==> src/rtl/hdr_chk_pkg.sv <==
package hdr_chk_pkg;
  localparam int DATA_W     = 8;
  localparam int NUM_FIELDS = 4;
  localparam int IDX_W      = $clog2(NUM_FIELDS);
  localparam int MASK_OFS   = NUM_FIELDS;
  localparam int STS_OFS    = NUM_FIELDS + 1;

  typedef enum logic [1:0] {
    RD_NONE = 2'd0,
    RD_EXP  = 2'd1,
    RD_MASK = 2'd2,
    RD_STS  = 2'd3
  } rd_sel_e;

  typedef struct packed {
    logic [NUM_FIELDS-1:0] expWr;
    logic                  maskWr;
    logic                  stsClr;
    rd_sel_e               rdSel;
    logic [IDX_W-1:0]      rdIdx;
  } ctrl_strobe_t;
endpackage

==> src/rtl/hdr_chk_ctrl.sv <==
module hdr_chk_ctrl
  import hdr_chk_pkg::*;
#(
  parameter int ADDR_W = 3
) (
  input  logic              clk,
  input  logic              rstN,
  input  logic [ADDR_W-1:0] regAddr,
  input  logic              regWrEn,
  input  logic              regRdEn,
  output ctrl_strobe_t      strb
);
  localparam logic [ADDR_W-1:0] MASK_A = ADDR_W'(MASK_OFS);
  localparam logic [ADDR_W-1:0] STS_A  = ADDR_W'(STS_OFS);
  localparam logic [ADDR_W-1:0] NUM_A  = ADDR_W'(NUM_FIELDS);

  always_comb begin
    strb       = '0;
    strb.rdSel = RD_NONE;
    strb.rdIdx = regAddr[IDX_W-1:0];
    if (regAddr < NUM_A) begin
      strb.expWr[regAddr[IDX_W-1:0]] = regWrEn;
      strb.rdSel = RD_EXP;
    end else if (regAddr == MASK_A) begin
      strb.maskWr = regWrEn;
      strb.rdSel  = RD_MASK;
    end else if (regAddr == STS_A) begin
      // write at the status offset is dropped
      strb.stsClr = regRdEn;
      strb.rdSel  = RD_STS;
    end
  end

  // at most one expected byte written per cycle
  p_one_wr_r9: assert property (@(posedge clk) disable iff (!rstN)
    $onehot0({strb.expWr, strb.maskWr}));

  // no write strobe can come from the status offset
  p_sts_nowr_r11: assert property (@(posedge clk) disable iff (!rstN)
    (regAddr == STS_A) |-> (strb.expWr == '0 && !strb.maskWr));
endmodule

==> src/rtl/hdr_chk_dp.sv <==
module hdr_chk_dp
  import hdr_chk_pkg::*;
#(
  parameter logic [NUM_FIELDS*DATA_W-1:0] EXP_INIT = 32'hFE01_0304
) (
  input  logic                                clk,
  input  logic                                rstN,
  input  ctrl_strobe_t                        strb,
  input  logic                                hdrValid,
  input  logic [NUM_FIELDS-1:0][DATA_W-1:0]   hdrBytes,
  input  logic [DATA_W-1:0]                   wrData,
  output logic [DATA_W-1:0]                   rdData,
  output logic                                irq
);
  logic [NUM_FIELDS-1:0][DATA_W-1:0] expReg;
  logic [NUM_FIELDS-1:0]             cmpHit;
  logic [NUM_FIELDS-1:0]             status;
  logic [NUM_FIELDS-1:0]             maskReg;

  for (genvar i = 0; i < NUM_FIELDS; i++) begin : g_field
    always_ff @(posedge clk) begin
      if (!rstN)              expReg[i] <= EXP_INIT[i*DATA_W +: DATA_W];
      else if (strb.expWr[i]) expReg[i] <= wrData;
    end

    assign cmpHit[i] = hdrValid && (hdrBytes[i] != expReg[i]);

    // a mismatching field raises its own flag
    p_capture_r2: assert property (@(posedge clk) disable iff (!rstN)
      (hdrValid && hdrBytes[i] != expReg[i]) |=> status[i]);
  end

  always_ff @(posedge clk) begin
    if (!rstN)            maskReg <= '0;
    else if (strb.maskWr) maskReg <= wrData[NUM_FIELDS-1:0];
  end

  // clear first, then OR in new hits so a same-cycle event survives
  always_ff @(posedge clk) begin
    if (!rstN) status <= '0;
    else       status <= (strb.stsClr ? '0 : status) | cmpHit;
  end

  assign irq = |(status & maskReg);

  always_comb begin
    unique case (strb.rdSel)
      RD_EXP:  rdData = expReg[strb.rdIdx];
      RD_MASK: rdData = DATA_W'(maskReg);
      RD_STS:  rdData = DATA_W'(status);
      default: rdData = '0;
    endcase
  end

  // without a clear, no flag ever drops
  p_sticky_r5: assert property (@(posedge clk) disable iff (!rstN)
    !strb.stsClr |=> ((status & $past(status)) == $past(status)));

  // a clear with no header leaves all flags low
  p_clear_r6: assert property (@(posedge clk) disable iff (!rstN)
    (strb.stsClr && !hdrValid) |=> (status == '0));

  // no header, no new flags
  p_idle_r8: assert property (@(posedge clk) disable iff (!rstN)
    !hdrValid |=> ((status & ~$past(status)) == '0));
endmodule

==> src/rtl/hdr_chk_top.sv <==
module hdr_chk_top
  import hdr_chk_pkg::*;
#(
  parameter int                           ADDR_W   = 3,
  parameter logic [NUM_FIELDS*DATA_W-1:0] EXP_INIT = 32'hFE01_0304
) (
  input  logic              clk,
  input  logic              rstN,
  input  logic              hdrValid,
  input  logic [7:0]        hdrAddr,
  input  logic [7:0]        hdrCtrl,
  input  logic [7:0]        hdrSapiLo,
  input  logic [7:0]        hdrSapiHi,
  input  logic [ADDR_W-1:0] regAddr,
  input  logic              regWrEn,
  input  logic              regRdEn,
  input  logic [7:0]        regWrData,
  output logic [7:0]        regRdData,
  output logic              irq
);
  ctrl_strobe_t                      strb;
  logic [NUM_FIELDS-1:0][DATA_W-1:0] hdrBytes;

  assign hdrBytes = {hdrSapiHi, hdrSapiLo, hdrCtrl, hdrAddr};

  hdr_chk_ctrl #(.ADDR_W(ADDR_W)) u_ctrl (
    .clk     (clk),
    .rstN    (rstN),
    .regAddr (regAddr),
    .regWrEn (regWrEn),
    .regRdEn (regRdEn),
    .strb    (strb)
  );

  hdr_chk_dp #(.EXP_INIT(EXP_INIT)) u_dp (
    .clk      (clk),
    .rstN     (rstN),
    .strb     (strb),
    .hdrValid (hdrValid),
    .hdrBytes (hdrBytes),
    .wrData   (regWrData),
    .rdData   (regRdData),
    .irq      (irq)
  );

  // interrupt low while in reset
  p_rst_irq_r1: assert property (@(posedge clk) !rstN |=> !irq);
endmodule

==> config.mk <==
export PLATFORM = sky130hd
export DESIGN_NAME = hdr_chk_top
export DESIGN_NICKNAME = d
export VERILOG_FILES = /design/src/rtl/hdr_chk_pkg.sv /design/src/rtl/hdr_chk_ctrl.sv /design/src/rtl/hdr_chk_dp.sv /design/src/rtl/hdr_chk_top.sv
export SDC_FILE = /design/constraint.sdc
export NUM_CORES = 1
export LEC_CHECK = 0
export ABC_AREA = 1
export BUFFER_PORTS_ARGS = -buffer_cell sky130_fd_sc_hd__clkbuf_2
export CORE_UTILIZATION = 45
export DETAILED_ROUTE_END_ITERATION = 16
export PLACE_DENSITY = 0.72
export SYNTH_ARGS = -nofsm -noshare
export SYNTH_HDL_FRONTEND = slang
export SYNTH_SLANG_ARGS = --single-unit
==> constraint.sdc <==
create_clock -name clk -period 0.9 [get_ports clk]
set_input_delay 0.09 -clock clk [delete_from_list [all_inputs] [get_ports clk]]
set_output_delay 0.09 -clock clk [all_outputs]
set_load 0.01 [all_outputs]
=== After elaboration in Yosys (flattened, before gate mapping) ===
Index checks and enable logic that the tools add are counted.

* Register bits after elaboration: 40

* Order comparisons: 3
* Equality and inequality tests: 9
* Mux-type cells: 13
* Bitwise logic cells: 3
* Reduce and logical (&&, ||, !) cells: 6

{| class="wikitable"
|+ Operators with widths
! cell !! count
|-
| inequality test 8 bit || 4
|-
| one-hot mux 8 bit (3 select lines) || 1
|-
| binary-select mux 8 bit (select 2 bit) || 1
|-
| AND 4 bit || 2
|-
| two-way mux 4 bit || 2
|-
| two-way mux 8 bit || 1
|-
| == test 3 bit, second input constant || 2
|-
| two-way mux 2 bit || 3
|-
| logical AND 1 bit || 5
|-
| == test 2 bit, second input constant || 2
|-
| bitwise OR 4 bit || 1
|-
| OR reduction 4 bit || 1
|-
| < comparator 2 x 3 -> 1 bit, second input constant || 1
|-
| < comparator 3 bit, second input constant || 1
|-
| two-way mux 1 bit || 3
|-
| two-way mux 3 bit || 1
|-
| demux 1 bit (select 2 bit) || 1
|-
| == test 2 x 1 -> 1 bit, second input constant || 1
|-
| greater-or-equal comparator 2 x 1 -> 1 bit, second input constant || 1
|}

=== Depth between registers and ports, before layout ===
Gate-level depths: netlist (run 1).

* Depth in word-level cells: 6
* Depth in mapped cells: 8
* Gate-level depth less buffers: 8

=== By module ===
Synthesis (run 1) repeated with hierarchy kept, for this count alone.

* Cells, all modules: 380
* Area, all modules: 2356.0 um^2

{| class="wikitable"
|+ Modules (own cells, without submodules)
! module !! times used !! cells each !! area each (um^2) !! seq. area each (um^2)
|-
| hdr_chk_dp || 1 || 357 || 2253.4 || 800.8
|-
| hdr_chk_ctrl || 1 || 23 || 102.6 || 0.0
|}

=== Worst setup path before layout (run 1) ===
No wires, ideal clock.

* Path kind: input to register
* Start point: in regAddr[0]
* End point: reg u_dp.expReg[3] (netlist bit)
* Setup time: 0.119 ns
* Data arrival time: 0.825 ns
* Data required time: 0.781 ns
* Path slack: -0.045 ns
* Cell stages on the path: 7
* Buffers on the path: 1
* Cells stage by stage: nor2_2 > inv_2 > nor2_4 > inv_2 > buf_6 > o21ai_0 > a21oi_1

* Cells in the longest elaborated chain, start to end: 6
* Elaborated cells on any way between the ends: 8

{| class="wikitable"
|+ RTL lines
! what !! line !! RTL
|-
| from (decl) || hdr_chk_top.sv:14 || <nowiki>input logic [ADDR_W-1:0] regAddr,</nowiki>
|-
| < comparator 2 x 3 -> 1 bit (implied by the code) or greater-or-equal comparator 2 x 1 -> 1 bit (tied branches) || hdr_chk_ctrl.sv:22 || <nowiki>strb.expWr[regAddr[IDX_W-1:0]] = regWrEn;</nowiki>
|-
| logical AND 1 bit (implied by the code) || hdr_chk_ctrl.sv:22 ||
|-
| two-way mux 1 bit (implied by the code) || hdr_chk_ctrl.sv:22 ||
|-
| demux 1 bit (select 2 bit) || -- ||
|-
| AND 4 bit (no source line) || -- ||
|-
| two-way mux 4 bit * || hdr_chk_ctrl.sv:21 || <nowiki>if (regAddr < NUM_A) begin</nowiki>
|-
| to (signal, indexed assignment) || hdr_chk_dp.sv:22 || <nowiki>if (!rstN) expReg[i] <= EXP_INIT[i*DATA_W +: DATA_W];</nowiki>
|-
| to (signal, indexed assignment) || hdr_chk_dp.sv:23 || <nowiki>else if (strb.expWr[i]) expReg[i] <= wrData;</nowiki>
|-
| to (decl) || hdr_chk_dp.sv:15 || <nowiki>logic [NUM_FIELDS-1:0][DATA_W-1:0] expReg;</nowiki>
|}

Mark *: on every way between the ends. The rest lies on a longest branch, timed or not.
A chain may end at the register's enable or synchronous reset.

=== Final worst setup path (run 1) ===
* Start point: reg u_dp.expReg[29] (netlist bit)
* End point: out regRdData[5]

* Cells in the longest elaborated chain, start to end: 3

{| class="wikitable"
|+ RTL lines
! what !! line !! RTL
|-
| binary-select mux 8 bit (select 2 bit) || hdr_chk_dp.sv:48 || <nowiki>RD_EXP: rdData = expReg[strb.rdIdx];</nowiki>
|-
| two-way mux 8 bit (implied by the code) || hdr_chk_dp.sv:48 ||
|-
| one-hot mux 8 bit (3 select lines) || hdr_chk_dp.sv:47 || <nowiki>unique case (strb.rdSel)</nowiki>
|-
| to (decl) || hdr_chk_top.sv:18 || <nowiki>output logic [7:0] regRdData,</nowiki>
|}

No other way between the ends. The select of a mux whose other input is x is not followed.

==> metrics.txt, run 1 <==
placed instance area=about 2800 µm²; post-synthesis sequential area ratio=0.362; Max-cap violations=0; startpoint types=register; slew margin rel.=0.814; worst min path class=primary input to register; std cell rows=25; Initial Utilization=0.468; mapped cell area=2210 µm²; fmax=777 MHz; Die W=72.1 µm; Ports=57; Synth Area in Compound Gates=0.172; Core ar.=4720 µm²; synthesized flop and latch total=40; Critical Path Fanout Max=2; DR DRC count=0; Avg WL per Cell=13.2 µm; fin util=0.684; vias per inst=5.05; critical path arrival=1.20 ns; GP Congestion=0.864; Avg Inst Size Synth=6.46 µm²; syn nets=390; Synth Area in Simple Gates=0.310; Synth Area in Adders=0; most frequent CP cell=nor2_1; maximum VDD drop=around 0.79 mV; worst skew pair latency=0.30 ns; CTS tree=built; Final Hold Viols=0; CP peak stage delay=around 0.34 ns; leakage=0.00159 µW; final wirelength=6720 µm; RSZ-0062 raised after global routing=true; crit path cell chain=inv_2 > o22ai_2 > nor2_1 > nor2_1 > buf_2; failing checks=negative setup slack; Layout Nets=489; clock buffer count from CTS=5; worst setup margin=-0.387 ns; PD cells=1250 nW/µm²; antenna viol nets, final=0; area leader, netlist=dfxtp_1; Final HPWL DP=4830 µm; Area contributors post-synth=dfxtp_1 36%, nand2_1 20%, inv_1 6.8%; Die H=about 70 µm; die area=5200 µm²; root buffer cell=clkbuf_8; total clock sinks=40; Post-Synth XOR/XNOR Area=0.0634; Vias=around 2,600; first-pass GRT wire length=10,600 µm; H-tree levels=2; antenna violations before repair=0; Port Buf Inserts=between 50 and 60; GRT Util Overall=0.265; clock skew=0.00721 ns; Worst EP required=0.81 ns; post-synthesis mux area share=0; Max Root-Sink Buffers=2; Area Growth Syn to Fin=46.1%; CP endpoint kind=output pin; synthesized instance count=342; number of diodes=0; CTS clk-pin slew, worst paths=approximately 0.08 ns; GR Overflow Total=0; Initial DRC Count=161; endpoints failing setup=13; CP max stage cell=dfxtp_2; largest family of logic cells by synthesized area=simple AND/OR/NAND/NOR gates; CTS Hold Buffers Added=0; layout cells sized above 1=0.437; Distinct cells, synth=19; largest net degree at the start of global routing=34; max-slew violation count=0; status=finished, violations left; Slew @ Worst Pin=0.279 ns; Final Cell Area=3230 µm²; vias in the first global route=2,301; Final period util=1.43; Pre-antenna DRT Iters=4; Final min period=1.29 ns; Synth top area share=0.362; Setup Crit Path Kind=register to output pin; yosys warns=0
-- through the flow --
stage / hold slack, ns / setup TNS (ns) / worst slack, ns / cells / power (µW)
after detailed placement: 0.381 / -7.66 / -0.280 / 487 / 2640
after CTS: 0.0650 / -3.25 / -0.379 / 504 / 3980
after global routing: 0.0896 / -4.07 / -0.429 / 509 / 4210
after floorplan: 0.216 / 0 / 0.00436 / 342 / 2290
after global placement: 0.378 / -6.91 / -0.233 / 487 / 2630
final: 0.0738 / -3.29 / -0.387 / 509 / 4040
-- logic make-up after synthesis --
group / Yosys count
DFF: 40
and+or+nand+nor: 169
xor gates and xnor gates: 16
buffers and inverters: 50
AOI/OAI and AO/OA: 67
-- per-layer routing --
| metal | vias up | share of wire | track usage | wire, µm |
|---|---|---|---|---|
| met5 | - | 0 | 0 | 0 |
| met4 | 0 | 0.018 | 0.102 | 119 |
| met3 | 14 | 0.054 | 0.0514 | 366 |
| met2 | 88 | 0.50 | 0.463 | 3390 |
| met1 | 1175 | 0.42 | 0.320 | 2850 |
| li1 | 1292 | - | - | - |
-- registers in the layout, indices dropped and copies added (netlist names) --
register      count
u_dp.status       4
u_dp.expReg      32
u_dp.maskReg      4
-- final cells by class --
cell class / count / area, µm²
Clock buffer: 8 / 90.1
Sequential cell: 40 / 843
Multi-Input combinational cell: 252 / 1390
Tap cell: 67 / 83.8
Inverter: 44 / 168
Fill cell: 385 / 1490
Timing Repair Buffer: 98 / 658
-- synthesized netlist by cell type, drive strengths merged --
cell    count
a21oi      21
a22oi       8
buf         3
clkbuf      3
dfxtp      40
inv        44
nand2     116
nand3      13
nand4       1
nor2       39
o211ai      6
o21ai      24
o22ai       8
xnor2      16
-- power breakdown --
part / switching (µW) / internal, µW
Clock: 646 / 626
Combinational: 453 / 409
Sequential: 58.1 / 1840
Total: 1160 / 2880
-- worst paths after layout --
kind / start / endpoint / slack, ns / cells past startpoint
worst min-delay path: regWrData[7] / u_dp.expReg[31] / 0.07 / 3
worst min register to register: u_dp.maskReg[3] / u_dp.maskReg[3] / 0.47 / 2
worst max-delay path: u_dp.expReg[29] / regRdData[5] / -0.39 / 5
worst max register to register: u_dp.expReg[10] / u_dp.status[1] / -0.19 / 7
-- critical path, delay by kind of cell (launching register included) --
family | cells | cell delay (ns)
AOI/OAI and AO/OA | 1 | 0.16
buffers and inverters | 2 | 0.21
DFF | 1 | 0.34
and+or+nand+nor | 2 | 0.20
-- cells in the final DEF (no fill, tap or decap) --
cell,count
buf_12,2
buf_6,10
clkbuf_1,2
a21oi_1,20
dfxtp_2,31
nor2_4,4
inv_2,19
buf_2,6
a22oi_1,1
xnor2_1,8
nor2_2,2
nand3_1,13
nand4_1,1
buf_4,30
a22oi_2,7
o22ai_2,8
clkbuf_8,6
a21oi_2,1
o21ai_2,1
o21ai_1,3
nor2_1,33
inv_4,1
nand2_1,110
o211ai_1,6
inv_1,24
dfxtp_4,1
nand2_2,4
o21ai_0,20
clkbuf_2,50
xnor2_2,8
nand2_4,2
dfxtp_1,8
-- timing repair --
action,4_1_cts,5_1_grt
setup endpoints to repair,13,25
pin swaps,34,20
gates resized for setup,71,33
setup buffers,9,7
endpoints found under the hold margin,0,0
Note: power is estimated with default switching activity, not from simulation.
==> inputs of run 2 (changes only) <==
--- a/config.mk
+++ b/config.mk
@@ -10,6 +10,7 @@
 export CORE_UTILIZATION = 45
 export DETAILED_ROUTE_END_ITERATION = 16
 export PLACE_DENSITY = 0.72
+export RECOVER_POWER = 50
 export SYNTH_ARGS = -nofsm -noshare
 export SYNTH_HDL_FRONTEND = slang
 export SYNTH_SLANG_ARGS = --single-unit
==> run 2 against run 1 <==
- the flow still finishes with violations (negative setup slack)
- hold slack gained 0.0026 ns
- sequential share of layout area is essentially flat
- cell area shrank 0.16%
- critical path type unchanged
- sequential power is essentially flat
- count of clock-buffer cells in the layout is the same
- fmax shrank 1.2%
- via count shrank 0.47%
==> metrics.txt, run 2 (synthesis results as in run 1) <==
clock skew=0.00773 ns (+0.000520 ns); CP endpoint kind=output pin; Seq pwr share=0.472 (about the same); status=finished, violations left; number of diodes=0 (unchanged); vias per inst=5.02 (-0.47%); max reg flops=32 (unchanged); most frequent CP cell=nor2_1; failing checks=negative setup slack; Critical Path Fanout Max=2 (unchanged); Vias=2,557 (-0.47%); Filler cells=387 (+0.52%); Final min period=1.30 ns (+0.0155 ns); worst setup margin=-0.403 ns (-0.0155 ns); leakage=0.00159 µW (about the same); largest net degree at the start of global routing=34 (unchanged); root buffer cell=clkbuf_8; commonest non-fill, non-tap cell in the layout=nand2_1; Initial Utilization=0.468 (unchanged); Ports=57 (unchanged); endpoints failing setup=13 (unchanged); DR DRC count=0 (unchanged); fmax=768 MHz (-1.2%); CP max stage cell=dfxtp_2; Top Family by Delay on Critical Path=flip-flops; placed instance area=2780 µm² (unchanged); Port Buf Inserts=56 (unchanged); most frequent cells in the layout=111 x nand2_1, 51 x clkbuf_2, 33 x nor2_1, 31 x dfxtp_2, 29 x buf_4; H-tree levels=2 (unchanged); area occupied by multi-input gates=1380 µm² (-0.18%); Final Cell Area=3220 µm² (-0.16%); final wirelength=6680 µm (-0.58%); Critical Path Start=u_dp.expReg[29]; Die W=72.1 µm (unchanged); NetSw=1150 µW (-0.55%); CP peak stage delay=0.34 ns (about the same); worst skew pair latency=0.30 ns (about the same); Initial DRC Count=197 (+22%); Comb power frac=0.213 (about the same); Setup Crit Path Kind=register to output pin; GRT Util Overall=0.265 (unchanged); fin util=0.683 (-0.00106); Area Growth Syn to Fin=45.8%; Final period util=1.45 (+0.0172); slew margin rel.=0.791 (-0.0227); crit path cell chain=inv_2 > o22ai_2 > nor2_1 > nor2_1 > buf_2; r2r startpoint=u_dp.expReg[10]; critical path arrival=1.21 ns (about the same); Core ar.=4720 µm² (unchanged); Max Root-Sink Buffers=2 (unchanged); CTS clk-pin slew, worst paths=0.08 ns (about the same); antenna violations before repair=0 (unchanged); post-route total power=4030 µW (-0.19%); Max-cap violations=0 (unchanged); vias in the first global route=2,301 (unchanged); std cell rows=25 (unchanged); RSZ-0062 raised after global routing=true; GP Congestion=0.864 (unchanged); Die H=72.1 µm (unchanged); max-slew violation count=0 (unchanged); post-route insts no fill=509 (unchanged); clock buffer count from CTS=5 (unchanged); Pre-antenna DRT Iters=4 (unchanged); setup slack after placement=-0.280 ns (unchanged); CTS tree=built; HP Start=regWrData[6]; Seq. cell area=843 µm² (unchanged); layout cells sized above 1=0.434 (-0.00226); total clock sinks=40 (unchanged); cell internal pwr=2880 µW (about the same); Avg WL per Cell=13.1 µm (-0.58%); Final HPWL DP=4830 µm (unchanged); switch share=0.285 (-0.00105); PD cells=1250 nW/µm² (about the same); die area=5200 µm² (unchanged); GR Overflow Total=0 (unchanged); maximum VDD drop=0.788 mV (-0.27%); Buf+Inv Stages, Crit Path=2 (unchanged); Worst EP required=0.81 ns (about the same); Largest regs=u_dp.expReg: 32 flops, u_dp.maskReg: 4 flops, u_dp.status: 4 flops; Final Hold Viols=0 (unchanged); clock network power share=0.315 (about the same); worst min path class=primary input to register; Placed Cells=487 (unchanged); most flop-heavy register=u_dp.expReg; Slew @ Worst Pin=0.313 ns (+0.0337 ns); antenna viol nets, final=0 (unchanged); startpoint types=register; Layout Nets=489 (unchanged); first-pass GRT wire length=10,600 µm (unchanged)
run 2: cell types whose count changed in the layout (fill, tap and decap cells not counted), sizes merged:
cell / delta
buf: -1
clkbuf: +1
run 2: final timing paths:
| kind | depth (start not counted) | slack (ns) | to |
|---|---|---|---|
| setup / recovery | 5 | -0.40 | regRdData[5] |
| hold / removal | 3 | 0.08 | u_dp.expReg[30] |
| setup reg to reg | 7 | -0.19 | u_dp.status[1] |
| hold reg to reg | 2 | 0.48 | u_dp.maskReg[3] |
run 2: per-layer routing:
layer / GRT usage / part of all wire / vias to the layer above
met4: 0.102 / 0.018 / 0
met2: 0.463 / 0.51 / 82
li1: - / - / 1291
met5: 0 / 0 / -
met1: 0.320 / 0.42 / 1169
met3: 0.0514 / 0.051 / 15
run 2: what timing repair did:
item	in CTS	in global routing
endpoints found under the setup margin	13	25
resized for setup	71	33
setup buffers	9	7
hold buffers	0	0
pin swaps	34	20
run 2: worst min-delay path, stage by stage:
cell,delay [ns]
clkbuf_2,0.12
nand2_1,0.06
nand3_1,0.07
run 2: area by class of cell:
cell class              count  share of cell area
flip-flops and latches     40               0.262
repair buffers             98               0.203
inverters                  44              0.0520
clock buffers               8              0.0279
multi-input cells         252               0.429
well taps                  67              0.0260
run 2: power groups by stage:
stage | logic, µW | clock network (µW) | registers (µW)
floorplan | 379 | 0 | 1910
global placement | 702 | 0 | 1930
detailed placement | 715 | 0 | 1930
CTS | 800 | 1280 | 1900
global route | 940 | 1360 | 1910
finish | 860 | 1270 | 1900
run 2: stage by stage:
stage | setup TNS [ns] | hold WS [ns]
floorplan | 0 | 0.216
global placement | -6.91 | 0.378
detailed placement | -7.66 | 0.381
CTS | -3.25 | 0.0650
global route | -4.07 | 0.0896
finish | -3.30 | 0.0763
==> inputs of run 3 (changes only) <==
--- a/config.mk
+++ b/config.mk
@@ -8,6 +8,7 @@
 export ABC_AREA = 1
 export BUFFER_PORTS_ARGS = -buffer_cell sky130_fd_sc_hd__clkbuf_2
 export CORE_UTILIZATION = 45
+export CTS_BUF_LIST = sky130_fd_sc_hd__clkbuf_8 sky130_fd_sc_hd__clkbuf_16
 export DETAILED_ROUTE_END_ITERATION = 16
 export PLACE_DENSITY = 0.72
 export RECOVER_POWER = 50
==> run 3 against run 2 <==
- the flow still finishes with violations (negative setup slack)
- register-to-register slack barely moved
- cell area barely moved
- critical path depth did not move
- flip-flop and latch count did not move
- total power fell by 0.49%
- setup slack improved by 0.0047 ns
==> metrics.txt, run 3 (synthesis results as in run 1) <==
status=finished, violations left; failing checks=negative setup slack; GR Overflow Total=0 (unchanged); layout cells sized above 1=0.439 (+0.00452); Final HPWL DP=4830 µm (unchanged); clock skew=0.00709 ns (-0.000641 ns); antenna violations before repair=0 (unchanged); critical path arrival=1.21 ns (about the same); std cell rows=25 (unchanged); total clock sinks=40 (unchanged); Worst EP required=0.81 ns (about the same); Final min period=1.30 ns (-0.00467 ns); Die W=72.1 µm (unchanged); worst setup margin=-0.398 ns (+0.00467 ns); endpoints failing setup=13 (unchanged); wire length on met3=326 µm (-4.1%); metal2 WL=3390 µm (+0.30%); max-slew violation count=0 (unchanged); Initial Utilization=0.468 (unchanged); leakage=0.00159 µW (+0.40%); R2R depth=7 (unchanged); DR top layer=met4; WHS Endpoint=u_dp.expReg[30]; CP endpoint kind=output pin; H-tree levels=2 (unchanged); Pre-antenna DRT Iters=5 (+1); r2r startpoint=u_dp.expReg[10]; maximum VDD drop=0.792 mV (+0.47%); Vias=2,557 (unchanged); CTS clk-pin slew, worst paths=0.08 ns (about the same); Worst Hold Depth=3 (unchanged); vias per inst=5.02 (unchanged); Initial DRC Count=194 (-1.5%); largest net degree at the start of global routing=34 (unchanged); Ports=57 (unchanged); worst min path class=primary input to register; CTS Hold Buffers Added=0 (unchanged); worst skew pair latency=0.30 ns (about the same); RSZ-0062 raised after global routing=true; number of diodes=0 (unchanged); Slew @ Worst Pin=0.315 ns (+0.00262 ns); Final Cell Area=3230 µm² (about the same); commonest non-fill, non-tap cell in the layout=nand2_1; Largest regs=u_dp.expReg: 32 flops, u_dp.maskReg: 4 flops, u_dp.status: 4 flops; Final period util=1.44 (-0.00518); placed instance area=2780 µm² (unchanged); Die H=72.1 µm (unchanged); startpoint types=register; most flop-heavy register=u_dp.expReg; Final Hold Viols=0 (unchanged); Max-cap violations=0 (unchanged); first-pass GRT wire length=10,600 µm (unchanged); Port Buf Inserts=56 (unchanged); most frequent cells in the layout=111 x nand2_1, 51 x clkbuf_2, 33 x nor2_1, 32 x dfxtp_2, 29 x buf_4; die area=5200 µm² (unchanged); Max Root-Sink Buffers=2 (unchanged); WL met1=2850 µm (+0.49%); max reg flops=32 (unchanged); Area Growth Syn to Fin=45.9% (about the same); register-to-register path setup slack=-0.19 ns (about the same); PD cells=1240 nW/µm² (-0.53%); antenna viol nets, final=0 (unchanged); Avg WL per Cell=13.1 µm (unchanged); final wirelength=6680 µm (unchanged); HP Start=regWrData[6]; GP Congestion=0.864 (unchanged); vias in the first global route=2,301 (unchanged); Core ar.=4720 µm² (unchanged); GRT Util Overall=0.265 (unchanged); setup TNS=-3.26 ns (+0.0344 ns); fmax=770 MHz (+0.36%); Layout Nets=489 (unchanged); FF-to-FF End=u_dp.status[1]; root buffer cell=clkbuf_8; Setup Crit Path Kind=register to output pin; Placed Cells=487 (unchanged); post-route insts no fill=509 (unchanged); CTS tree=built; clock buffer count from CTS=5 (unchanged); DR DRC count=0 (unchanged); setup slack after placement=-0.280 ns (unchanged); Critical Path Fanout Max=2 (unchanged); slew margin rel.=0.789 (-0.00175)
## run 3: changes by cell type in the layout (fill, tap and decap cells not counted)
cell	delta
clkbuf_1	-2
dfxtp_1	-1
dfxtp_2	+1
inv_1	+1
inv_2	+1
## run 3: power by group
| part | switching [µW] | total, µW | internal [µW] |
|---|---|---|---|
| Sequential | 57.7 | 1900 | 1850 |
| Clock | 643 | 1250 | 604 |
| Combinational | 452 | 860 | 408 |
| Total | 1150 | 4010 | 2860 |
## run 3: layout make-up
class	count	area, µm²
clock buffers	6	82.6
clock inverters	2	7.51
fillers	386	1500
inverters	44	168
multi-input cells	252	1380
flip-flops and latches	40	845
well taps	67	83.8
repair buffers	98	656
## run 3: worst max-delay path by stage
| stage | startpoint | to | slack, ns | cells past startpoint |
|---|---|---|---|---|
| 3_5_place_dp | regAddr[1] | regRdData[6] | -0.28 | 8 |
| 6_report | u_dp.expReg[29] | regRdData[5] | -0.40 | 5 |
| 3_3_place_gp | regAddr[1] | regRdData[2] | -0.23 | 9 |
| 2_1_floorplan | regAddr[1] | u_dp.expReg[17] | 0.004 | 6 |
| 5_1_grt | u_dp.expReg[29] | regRdData[5] | -0.43 | 5 |
| 4_1_cts | u_dp.expReg[29] | regRdData[5] | -0.38 | 5 |
## run 3: through the flow
stage / total power, µW / utilization / hold slack [ns]
floorplan: 2290 / - / 0.216
CTS: 3960 / 0.657 / 0.0648
global route: 4190 / 0.683 / 0.0894
finish: 4010 / 0.683 / 0.0756
global placement: 2630 / 0.588 / 0.378
detailed placement: 2640 / 0.588 / 0.381
## run 3: what timing repair did
action,in CTS,in global routing
pin swaps,34,21
endpoints found under the setup margin,13,25
buffers inserted,9,7
endpoints found under the hold margin,0,0
gates resized for setup,71,35
## run 3: metal layers
layer,track usage,up-vias
met3,0.0514,12
met2,0.463,84
met4,0.102,0
met1,0.320,1170
met5,0,-
li1,-,1291
## run 3: critical path, stage by stage (launching register included)
cell	delay, ns
dfxtp_2	0.34
inv_2	0.05
o22ai_2	0.16
nor2_1	0.06
nor2_1	0.15
buf_2	0.16
